File: src/rtl/partstr_pkg.sv
package partstr_pkg;

  typedef enum logic [1:0] {
    ERR_NONE    = 2'd0,
    ERR_NOSPACE = 2'd1,
    ERR_SECTION = 2'd2,
    ERR_READ    = 2'd3
  } errCode_t;

  typedef enum logic [1:0] {
    SEL_LEG,
    SEL_HI,
    SEL_LO,
    SEL_NUL
  } byteSel_t;

  // strobes from control to datapath
  typedef struct packed {
    logic addrHdr0;
    logic addrHdr1;
    logic addrPtr;
    logic addrInc;
    logic ldW0;
    logic ldW1;
    logic ldRem;
    logic decRem;
    logic ldCur;
    logic clrIdx;
    logic incIdx;
  } dpCtl_t;

  localparam logic [7:0] CH_DASH = 8'h2D;
  localparam logic [7:0] CH_NUL  = 8'h00;
  localparam int LEG_BYTES = 11;

  function automatic logic [7:0] nibToAscii(input logic [3:0] v);
    if (v < 4'd10) return 8'h30 + {4'h0, v};
    else           return 8'h37 + {4'h0, v};
  endfunction

endpackage

File: src/rtl/partstr_dp.sv
module partstr_dp
  import partstr_pkg::*;
#(
  parameter int ADDR_W = 16,
  parameter int SIZE_W = 16,
  parameter int IDX_W  = 17,
  parameter logic [15:0] HDR0_ADDR = 16'h0008,
  parameter logic [15:0] HDR1_ADDR = 16'h0009,
  parameter logic [15:0] GUARD     = 16'hFAFA
) (
  input  logic              clk,
  input  logic              rstN,
  input  dpCtl_t            ctl,
  input  byteSel_t          byteSel,
  input  logic [15:0]       rdData,
  input  logic [SIZE_W-1:0] bufSize,
  output logic [ADDR_W-1:0] rdAddr,
  output logic [IDX_W-1:0]  outIdx,
  output logic [7:0]        outByte,
  output logic              isGuard,
  output logic              legFits,
  output logic              lenBad,
  output logic              ptrFits,
  output logic              remZero,
  output logic              legLast
);

  localparam int CMP_W = ((SIZE_W > 17) ? SIZE_W : 17) + 1;

  logic [ADDR_W-1:0] addrReg;
  logic [15:0]       w0Reg, w1Reg, remReg, curReg;
  logic [IDX_W-1:0]  idxReg;

  always_ff @(posedge clk) begin
    if (!rstN) begin
      addrReg <= '0;
      w0Reg   <= '0;
      w1Reg   <= '0;
      remReg  <= '0;
      curReg  <= '0;
      idxReg  <= '0;
    end else begin
      if (ctl.addrHdr0)     addrReg <= ADDR_W'(HDR0_ADDR);
      else if (ctl.addrHdr1) addrReg <= ADDR_W'(HDR1_ADDR);
      else if (ctl.addrPtr)  addrReg <= ADDR_W'(w1Reg);
      else if (ctl.addrInc)  addrReg <= addrReg + ADDR_W'(1);
      if (ctl.ldW0)  w0Reg  <= rdData;
      if (ctl.ldW1)  w1Reg  <= rdData;
      if (ctl.ldCur) curReg <= rdData;
      if (ctl.ldRem)       remReg <= rdData;
      else if (ctl.decRem) remReg <= remReg - 16'd1;
      if (ctl.clrIdx)      idxReg <= '0;
      else if (ctl.incIdx) idxReg <= idxReg + IDX_W'(1);
    end
  end

  // buffer-size needs
  logic [CMP_W-1:0] needBytes;
  assign needBytes = CMP_W'({remReg, 1'b0}) - CMP_W'(1);
  assign ptrFits   = CMP_W'(bufSize) >= needBytes;
  assign legFits   = CMP_W'(bufSize) >= CMP_W'(LEG_BYTES);
  assign lenBad    = (remReg == 16'h0000) || (remReg == 16'hFFFF);
  assign remZero   = (remReg == 16'h0000);
  assign isGuard   = (w0Reg == GUARD);
  assign legLast   = (idxReg == IDX_W'(LEG_BYTES - 1));

  // nibble layout byte for the current index
  logic [3:0] legNib;
  logic [7:0] legByte;
  always_comb begin
    unique case (idxReg[3:0])
      4'd0:    legNib = w0Reg[15:12];
      4'd1:    legNib = w0Reg[11:8];
      4'd2:    legNib = w0Reg[7:4];
      4'd3:    legNib = w0Reg[3:0];
      4'd4:    legNib = w1Reg[15:12];
      4'd5:    legNib = w1Reg[11:8];
      4'd8:    legNib = w1Reg[7:4];
      4'd9:    legNib = w1Reg[3:0];
      default: legNib = 4'h0;
    endcase
    if (idxReg[3:0] == 4'd6)       legByte = CH_DASH;
    else if (idxReg[3:0] == 4'd10) legByte = CH_NUL;
    else                           legByte = nibToAscii(legNib);
  end

  always_comb begin
    unique case (byteSel)
      SEL_LEG: outByte = legByte;
      SEL_HI:  outByte = curReg[15:8];
      SEL_LO:  outByte = curReg[7:0];
      default: outByte = CH_NUL;
    endcase
  end

  assign rdAddr = addrReg;
  assign outIdx = idxReg;

  // remaining count never wraps below zero
  assert_rem_underflow_R7: assert property (@(posedge clk) disable iff (!rstN)
    ctl.decRem |-> (remReg != 16'h0000));

endmodule

File: src/rtl/partstr_ctrl.sv
module partstr_ctrl
  import partstr_pkg::*;
(
  input  logic     clk,
  input  logic     rstN,
  input  logic     start,
  input  logic     rdAck,
  input  logic     rdFail,
  input  logic     isGuard,
  input  logic     legFits,
  input  logic     lenBad,
  input  logic     ptrFits,
  input  logic     remZero,
  input  logic     legLast,
  output dpCtl_t   ctl,
  output byteSel_t byteSel,
  output logic     rdReq,
  output logic     outWe,
  output logic     busy,
  output logic     done,
  output logic [1:0] errCode
);

  typedef enum logic [3:0] {
    S_IDLE, S_RDH0, S_RDH1, S_PICK, S_LEG, S_RDLEN, S_LENCHK,
    S_LOOP, S_RDW, S_EMHI, S_EMLO, S_NUL, S_FIN
  } state_t;

  state_t   state, nxt;
  errCode_t errReg, errNxt;

  always_ff @(posedge clk) begin
    if (!rstN) begin
      state  <= S_IDLE;
      errReg <= ERR_NONE;
    end else begin
      state  <= nxt;
      errReg <= errNxt;
    end
  end

  always_comb begin
    nxt     = state;
    errNxt  = errReg;
    ctl     = '0;
    byteSel = SEL_LEG;
    rdReq   = 1'b0;
    outWe   = 1'b0;
    unique case (state)
      S_IDLE: if (start) begin
        ctl.addrHdr0 = 1'b1;
        ctl.clrIdx   = 1'b1;
        errNxt       = ERR_NONE;
        nxt          = S_RDH0;
      end
      S_RDH0: begin
        rdReq = 1'b1;
        if (rdAck) begin
          if (rdFail) begin errNxt = ERR_READ; nxt = S_FIN; end
          else begin ctl.ldW0 = 1'b1; ctl.addrHdr1 = 1'b1; nxt = S_RDH1; end
        end
      end
      S_RDH1: begin
        rdReq = 1'b1;
        if (rdAck) begin
          if (rdFail) begin errNxt = ERR_READ; nxt = S_FIN; end
          else begin ctl.ldW1 = 1'b1; nxt = S_PICK; end
        end
      end
      S_PICK: begin
        if (isGuard) begin ctl.addrPtr = 1'b1; nxt = S_RDLEN; end
        else if (legFits) nxt = S_LEG;
        else begin errNxt = ERR_NOSPACE; nxt = S_FIN; end
      end
      S_LEG: begin
        outWe      = 1'b1;
        byteSel    = SEL_LEG;
        ctl.incIdx = 1'b1;
        if (legLast) nxt = S_FIN;
      end
      S_RDLEN: begin
        rdReq = 1'b1;
        if (rdAck) begin
          if (rdFail) begin errNxt = ERR_READ; nxt = S_FIN; end
          else begin ctl.ldRem = 1'b1; nxt = S_LENCHK; end
        end
      end
      S_LENCHK: begin
        if (lenBad) begin errNxt = ERR_SECTION; nxt = S_FIN; end
        else if (!ptrFits) begin errNxt = ERR_NOSPACE; nxt = S_FIN; end
        else begin ctl.decRem = 1'b1; ctl.addrInc = 1'b1; nxt = S_LOOP; end
      end
      S_LOOP: nxt = remZero ? S_NUL : S_RDW;
      S_RDW: begin
        rdReq = 1'b1;
        if (rdAck) begin
          if (rdFail) begin errNxt = ERR_READ; nxt = S_FIN; end
          else begin ctl.ldCur = 1'b1; ctl.decRem = 1'b1; nxt = S_EMHI; end
        end
      end
      S_EMHI: begin
        outWe = 1'b1; byteSel = SEL_HI; ctl.incIdx = 1'b1; nxt = S_EMLO;
      end
      S_EMLO: begin
        outWe = 1'b1; byteSel = SEL_LO; ctl.incIdx = 1'b1;
        ctl.addrInc = 1'b1; nxt = S_LOOP;
      end
      S_NUL: begin
        outWe = 1'b1; byteSel = SEL_NUL; nxt = S_FIN;
      end
      S_FIN: nxt = S_IDLE;
      default: nxt = S_IDLE;
    endcase
  end

  assign busy    = (state != S_IDLE);
  assign done    = (state == S_FIN);
  assign errCode = errReg;

  // one-cycle completion pulse
  assert_done_pulse_R9: assert property (@(posedge clk) disable iff (!rstN)
    done |=> !done);

  // no byte write while a read is outstanding
  assert_write_no_read_R10: assert property (@(posedge clk) disable iff (!rstN)
    outWe |-> !rdReq);

endmodule

File: src/rtl/partstr_top.sv
module partstr_top
  import partstr_pkg::*;
#(
  parameter int ADDR_W = 16,
  parameter int SIZE_W = 16,
  parameter int IDX_W  = 17,
  parameter logic [15:0] HDR0_ADDR = 16'h0008,
  parameter logic [15:0] HDR1_ADDR = 16'h0009,
  parameter logic [15:0] GUARD     = 16'hFAFA
) (
  input  logic              clk,
  input  logic              rstN,
  input  logic              start,
  input  logic [SIZE_W-1:0] bufSize,
  output logic              rdReq,
  output logic [ADDR_W-1:0] rdAddr,
  input  logic              rdAck,
  input  logic [15:0]       rdData,
  input  logic              rdFail,
  output logic              outWe,
  output logic [IDX_W-1:0]  outIdx,
  output logic [7:0]        outByte,
  output logic              busy,
  output logic              done,
  output logic [1:0]        errCode
);

  dpCtl_t   ctl;
  byteSel_t byteSel;
  logic isGuard, legFits, lenBad, ptrFits, remZero, legLast;

  partstr_ctrl u_ctrl (
    .clk(clk), .rstN(rstN), .start(start), .rdAck(rdAck), .rdFail(rdFail),
    .isGuard(isGuard), .legFits(legFits), .lenBad(lenBad), .ptrFits(ptrFits),
    .remZero(remZero), .legLast(legLast), .ctl(ctl), .byteSel(byteSel),
    .rdReq(rdReq), .outWe(outWe), .busy(busy), .done(done), .errCode(errCode)
  );

  partstr_dp #(
    .ADDR_W(ADDR_W), .SIZE_W(SIZE_W), .IDX_W(IDX_W),
    .HDR0_ADDR(HDR0_ADDR), .HDR1_ADDR(HDR1_ADDR), .GUARD(GUARD)
  ) u_dp (
    .clk(clk), .rstN(rstN), .ctl(ctl), .byteSel(byteSel), .rdData(rdData),
    .bufSize(bufSize), .rdAddr(rdAddr), .outIdx(outIdx), .outByte(outByte),
    .isGuard(isGuard), .legFits(legFits), .lenBad(lenBad), .ptrFits(ptrFits),
    .remZero(remZero), .legLast(legLast)
  );

  // request held with a steady address until acknowledged
  assert_req_hold_R10: assert property (@(posedge clk) disable iff (!rstN)
    (rdReq && !rdAck) |=> (rdReq && $stable(rdAddr)));

  // never write past the caller's buffer
  assert_no_overflow_R10: assert property (@(posedge clk) disable iff (!rstN)
    outWe |-> (32'(outIdx) < 32'(bufSize)));

  // back to idle right after completion
  assert_idle_after_done_R9: assert property (@(posedge clk) disable iff (!rstN)
    done |=> !busy);

endmodule

File: config.mk
export PLATFORM = sky130hd
export DESIGN_NAME = partstr_top
export DESIGN_NICKNAME = d
export VERILOG_FILES = /design/src/rtl/partstr_pkg.sv /design/src/rtl/partstr_dp.sv /design/src/rtl/partstr_ctrl.sv /design/src/rtl/partstr_top.sv
export SDC_FILE = /design/constraint.sdc
export NUM_CORES = 1
export LEC_CHECK = 0
export ABC_AREA = 1
export ABC_CLOCK_PERIOD_IN_PS = 3720
export BUFFER_PORTS_ARGS = -buffer_cell sky130_fd_sc_hd__buf_2
export CAP_MARGIN = 25
export CORE_MARGIN = 2
export CORE_UTILIZATION = 50
export DETAILED_ROUTE_END_ITERATION = 6
export GPL_ROUTABILITY_DRIVEN = 0
export PLACE_DENSITY = 0.76
export SYNTH_ARGS = -nofsm -noshare
export SYNTH_HDL_FRONTEND = slang
export SYNTH_SLANG_ARGS = --single-unit
export TNS_END_PERCENT = 10
File: constraint.sdc
create_clock -name clk -period 3.72 [get_ports clk]
set_input_delay 0 -clock clk [delete_from_list [all_inputs] [get_ports clk]]
set_output_delay 0 -clock clk [all_outputs]
set_load 0.01 [all_outputs]
# == After elaboration in Yosys (flattened, before gate mapping) ==
# Index checks and enable logic that the tools add are counted.
# totals
reg_bits,103
in_bits,37
out_inout_bits,47
elab_cells,130
# op_classes
n_addsub,6
n_lt_le_gt_ge,3
n_eq_ne,37
muxes,55
bitwise,1
n_reduce_logical,18
# op_table
op,n
two-way mux 16 bit,4
two-way mux 4 bit,15
one-hot mux 4 bit (12 select lines),1
== test 16 bit (second input constant),2
== test 4 bit (second input constant),8
one-hot mux 4 bit (8 select lines),1
== test 4 x 3 -> 1 bit (second input constant),7
two-way mux 8 bit,3
one-hot mux 8 bit (3 select lines),1
two-way mux 2 bit,10
>= comparator 16 x 18 -> 1 bit,1
subtractor 17 x 1 -> 18 bit (second input constant),1
adder 17 x 1 -> 17 bit (second input constant),1
== test 17 x 4 -> 1 bit (second input constant),1
adder 16 x 1 -> 16 bit (second input constant),1
== test 4 x 2 -> 1 bit (second input constant),4
>= comparator 16 x 4 -> 1 bit (second input constant),1
logical NOT 16 bit,1
!= test 2 bit (second input constant),8
subtractor 16 x 1 -> 16 bit (second input constant),1
two-way mux 1 bit,15
adder 6 x 4 -> 7 bit (first input constant),2
nonzero test 4 bit,3
== test 4 x 1 -> 1 bit (second input constant),2
other kinds (20),26

# == Depth between registers and ports, before layout ==
# depth
word_depth,9
ltp_mapped,23
mapped_depth_nobuf,23

# == Cells and area by module ==
# From an unflattened synthesis, not the netlist that was laid out.
# hier_totals
cells_unflattened,968
hier_area_um2,6296.0
# modules_own_cells
module,n_inst,cells_per_inst,area_per_inst_um2,seq_area_each_um2
partstr_dp,1,838,5611.6,1941.9
partstr_ctrl,1,130,684.4,120.1

# == Least setup slack after synthesis ==
# No wires, ideal clock.
# synth_path
path_type,reg-to-reg
startpoint,reg u_dp.remReg[0]
endpoint,reg u_dp.remReg[3]
setup_time_ps,68
arrival_ps,2788
t_required_ps,3652
path_slack_ps,864
stages_incl_launch_ff,23
path_buffers,1
period_less_slack_ps,2856
cell_sequence,dfxtp_1 -> inv_1 -> ha_1 -> nand3_1 -> nor2_1 -> nand2_1 -> inv_1 -> nand3_1 -> nor2_1 -> xor2_1 -> ha_1 -> nand2_1 -> inv_1 -> nand4_1 -> nor2_1 -> a211oi_1 -> nand2_1 -> nand3_4 -> nand2_4 -> nor2_4 -> buf_6 -> nand2_1 -> a21oi_2
# synth_via
elab_chain_cells,6
word_cells_on_any_way,12
cone_classes,add/sub: 2; order compare: 1; eq/ne: 1; mux: 5; reduce/logical: 3
# synth_lines
element,line,rtl
"start, declared",partstr_dp.sv:31,"logic [15:0] w0Reg, w1Reg, remReg, curReg;"
"start signal, assigned",partstr_dp.sv:50,if (ctl.ldRem) remReg <= rdData;
"start signal, assigned",partstr_dp.sv:51,else if (ctl.decRem) remReg <= remReg - 16'd1;
subtractor 17 x 1 -> 18 bit,partstr_dp.sv:59,"assign needBytes = CMP_W'({remReg, 1'b0}) - CMP_W'(1);"
>= comparator 16 x 18 -> 1 bit,partstr_dp.sv:60,assign ptrFits = CMP_W'(bufSize) >= needBytes;
two-way mux 1 bit,partstr_ctrl.sv:90,else if (!ptrFits) begin errNxt = ERR_NOSPACE; nxt = S_FIN; end
two-way mux 1 bit,partstr_ctrl.sv:89,if (lenBad) begin errNxt = ERR_SECTION; nxt = S_FIN; end
one-hot mux 1 bit (2 select lines),partstr_ctrl.sv:49,unique case (state)
nonzero test 2 bit (no line),-,
# Parallel ways exist; a longest one is shown, timed or not. The select of a mux whose other input is x is not followed.
# A chain may end at the register's enable or synchronous reset.

# == Final worst setup path ==
# Same ends and word-level chain as after synthesis.

==> qor.txt <==
# DRC -> 0
Width of the chip -> 116.5 um
Post-Synthesis Net Count -> 1030
Length of the first detailed-routing pass in iterations -> 5
Antenna Nets Post-Route -> 0
Total wire length after detailed routing -> 17.79 mm
Total area of multi-input combinational cells -> 3595 um^2
Number of placed cells counting well taps -> 1203
Outcome -> completed
Unrepaired setup endpoints after global routing -> false
Area share of the largest cell type after synthesis -> 0.3260
Input/output buffers -> 83
Clock buffer count from CTS -> 9
P per Cell Area -> 518.4 nW/um^2
Sequential area share after synthesis -> 0.3260
Met3 layer usage reported by global route -> 0.06124
DR vias -> 6480
Ys async rst share -> 0
Net Sw Frac -> 0.3926
Largest net degree at the start of global routing -> 50
Final global-route overflow total -> 0
Post-layout min period -> 3.298 ns
Dominant cell type by area after synthesis -> dfxtp_1
CTS tree -> done
Ranking of synthesized cells by instance count -> 204 x nand2_1, 140 x inv_1, 117 x nor2_1
Dpl ws -> 0.3622 ns
Met2 demand-to-capacity share in global routing -> 0.4298
Global Route Usage Sum -> 0.2700
Ratio of cells with drive above 1 in the final layout -> 0.1256
Post-layout net count -> 1115
Core Footprint -> 12470 um^2
Post-DP HPWL -> 13.46 mm
Worst Skew -> 0.01021 ns
Max-capacitance violation count -> 0
Cell chosen for the clock root -> clkbuf_16
Critical path class -> register to register
Starting density of the core -> 0.5074
Std-Cell Rows -> 41
Flip-flop and latch count after synthesis -> 103
Drt via density -> 5.260
Register cell area after layout -> 2062 um^2
Most used routing layer in global routing -> met2
Worst Hold End -> u_dp.w0Reg[13]
Part of the total power dissipated in sequential elements -> 0.337
P_sw -> 1.485 mW
Clock-pin slew on the worst setup and hold paths -> 0.07 ns
Finish-stage setup viols -> 0
Antenna violations before repair -> 1
Top cells by area in the synthesized netlist -> dfxtp_1 33%, nand2_1 12%, inv_1 8.3%
Hold Path Origin -> rdData[13]
Slew headroom -> 0.3625
Fin. max-slew vios -> 0
HP Class -> primary input to register
Number of non-filler instances in the completed layout -> 1232
Final total negative setup slack -> 0 ns
Global-route wire length before repair -> 28.38 mm
Register-to-register path setup slack -> 0.42 ns
Core utilization of the finished layout -> 0.5853
Layout Area Growth over Synthesis -> 15.35%
Area of the die -> 13570 um^2
Number of failing hold endpoints at the final stage -> 0
Maximum ir drop on the vdd rail -> 0.3518 mV
Worst hold slack -> 0.01722 ns
Via count of the first global-routing pass -> 5879
Clock latency on the worst-skew pair -> 0.37 ns
DP Area -> 6853 um^2
Maximum frequency from static timing analysis -> 303.2 MHz
Worst setup SP type -> register
Reg-to-reg startpoint -> u_dp.remReg[0]
WL/cell -> 14.44 um
Capture instance of the worst register-to-register path -> u_dp.remReg[3]
Ratio of final minimum period to clock period -> 0.8866
R2R cell count -> 21
EDFF count, synth -> 0
Dominant cell by count in the synthesized netlist -> nand2_1
Number of DRC markers in iteration 0 -> 581
Instance count of the mapped netlist -> 969
Count of H-tree levels built during CTS -> 3
Area of all placed cells without fillers -> 7296 um^2
Synth Cell Area -> 6325 um^2
Data required time of the critical path -> 4.01 ns
Transition time of the tightest slew-check pin -> 0.9476 ns
Height of the die -> 116.5 um
Average instance area after synthesis -> 6.527 um^2
Static leakage -> 3.253 nW
Clock network fraction of total power -> 0.272
Number of filler cells placed in the layout -> 1253
Internal cell power -> 2.297 mW
Dominant synthesized flop cell -> dfxtp_1
Total power draw -> 3.782 mW
Critical-path maximum fanout -> 11
Maximum buffer depth of the clock tree -> 2
Final setup margin -> 0.4220 ns
Number of distinct library cells after synthesis -> 41
Type of destination of the critical path -> register
Met1 Use GR -> 0.3538
Boundary Pins -> 84
Worst hold stages -> 3
Warning count from the yosys run -> 0
Combinational share of power -> 0.391
Number of clock sinks -> 103
Arrival time of the worst setup path -> 3.58 ns
Post-CTS repair timing setup buffer count -> 0
per-layer routing:
layer / part of all wire / routed length, um / up-vias
met4: 0.029 / 510 / 0
met3: 0.075 / 1329 / 35
met5: 0 / 0 / -
li1: - / - / 3342
met2: 0.45 / 8028 / 219
met1: 0.45 / 7923 / 2884
flip-flops by register name (all words and copies together), names as in the netlist:
signal / flops
u_dp.outIdx: 17
u_dp.curReg: 16
u_dp.rdAddr: 16
u_dp.remReg: 16
u_dp.w0Reg: 16
u_dp.w1Reg: 16
u_ctrl.state: 4
u_ctrl.errCode: 2
what timing repair did:
item,CTS,global route
gates resized for setup,0,1
endpoints found under the setup margin,0,8
hold buffers,12,0
hold endpoints to repair,16,0
cell type report:
class / instances / area share
antenna: 1 / 0.0003430
clock inverter: 5 / 0.01132
inverter: 144 / 0.07409
sequential: 103 / 0.2826
multi-input combinational: 697 / 0.4927
clock buffer: 11 / 0.03190
timing repair buffer: 99 / 0.07752
tap: 172 / 0.02950
placed cells by master (no fill, tap or decap), drive strengths merged:
master	netlist	layout
a211oi	2	2
a21boi	5	5
a21oi	98	98
and3	1	1
buf	6	87
bufinv	0	2
clkbuf	19	11
clkinv	1	1
clkinvlp	0	3
dfxtp	103	103
diode	0	1
dlygate4sd3	0	12
ha	24	24
inv	143	143
mux2i	1	1
nand2	207	207
nand3	49	49
nand3b	2	2
nand4	23	23
nor2	128	128
nor3	20	20
nor4	9	9
o2111ai	2	2
o211ai	2	2
o21a	3	3
o21ai	89	89
o221ai	5	5
o22ai	6	6
xnor2	7	7
xor2	14	14
power groups by stage:
stage / logic (mW) / clock network, mW / registers [mW]
6_report: 1.48 / 1.03 / 1.27
3_3_place_gp: 1.42 / 0 / 1.30
2_1_floorplan: 1.09 / 0 / 1.29
5_1_grt: 1.68 / 1.08 / 1.29
4_1_cts: 1.47 / 1.03 / 1.27
3_5_place_dp: 1.45 / 0 / 1.30
worst max-delay path, stage by stage, from the launching register on:
cell and delay (ns):
dfxtp_1 0.34, inv_1 0.12, ha_1 0.22, nand3_1 0.11
nor2_1 0.17, nand2_1 0.13, inv_1 0.11, nand3_1 0.09
nor2_1 0.12, xor2_1 0.19, ha_1 0.27, nand2_1 0.06
inv_1 0.04, nand4_1 0.08, nor2_1 0.04, a211oi_1 0.18
nand2_1 0.14, nand3_4 0.17, nand2_4 0.11, nor2_4 0.25
nand2_1 0.11, a21oi_2 0.15
worst max-delay path by stage:
stage / startpoint / endpoint / slack [ns]
detailed placement: u_dp.remReg[0] / u_dp.rdAddr[3] / 0.36
finish: u_dp.remReg[0] / u_dp.remReg[3] / 0.42
floorplan: u_dp.remReg[0] / u_dp.remReg[3] / 0.86
CTS: u_dp.remReg[0] / u_dp.rdAddr[3] / 0.32
global placement: u_dp.remReg[0] / u_dp.rdAddr[3] / 0.47
global route: u_dp.remReg[0] / u_dp.rdAddr[3] / 0.03
kinds of logic (layout without fill, tap and decap cells):
| group | Yosys count | in the layout | share of synthesized area |
|---|---|---|---|
| compound gates | 212 | 212 | 0.1808 |
| xor+xnor | 21 | 21 | 0.02908 |
| fa+ha+maj | 24 | 24 | 0.04748 |
| buf+inv | 169 | 259 | 0.1064 |
| flops | 103 | 103 | 0.3260 |
| mux | 1 | 1 | 0.001583 |
| other cells | 0 | 1 | 0 |
| simple gates | 439 | 439 | 0.3086 |
Note: power is estimated with default switching activity, not from simulation.
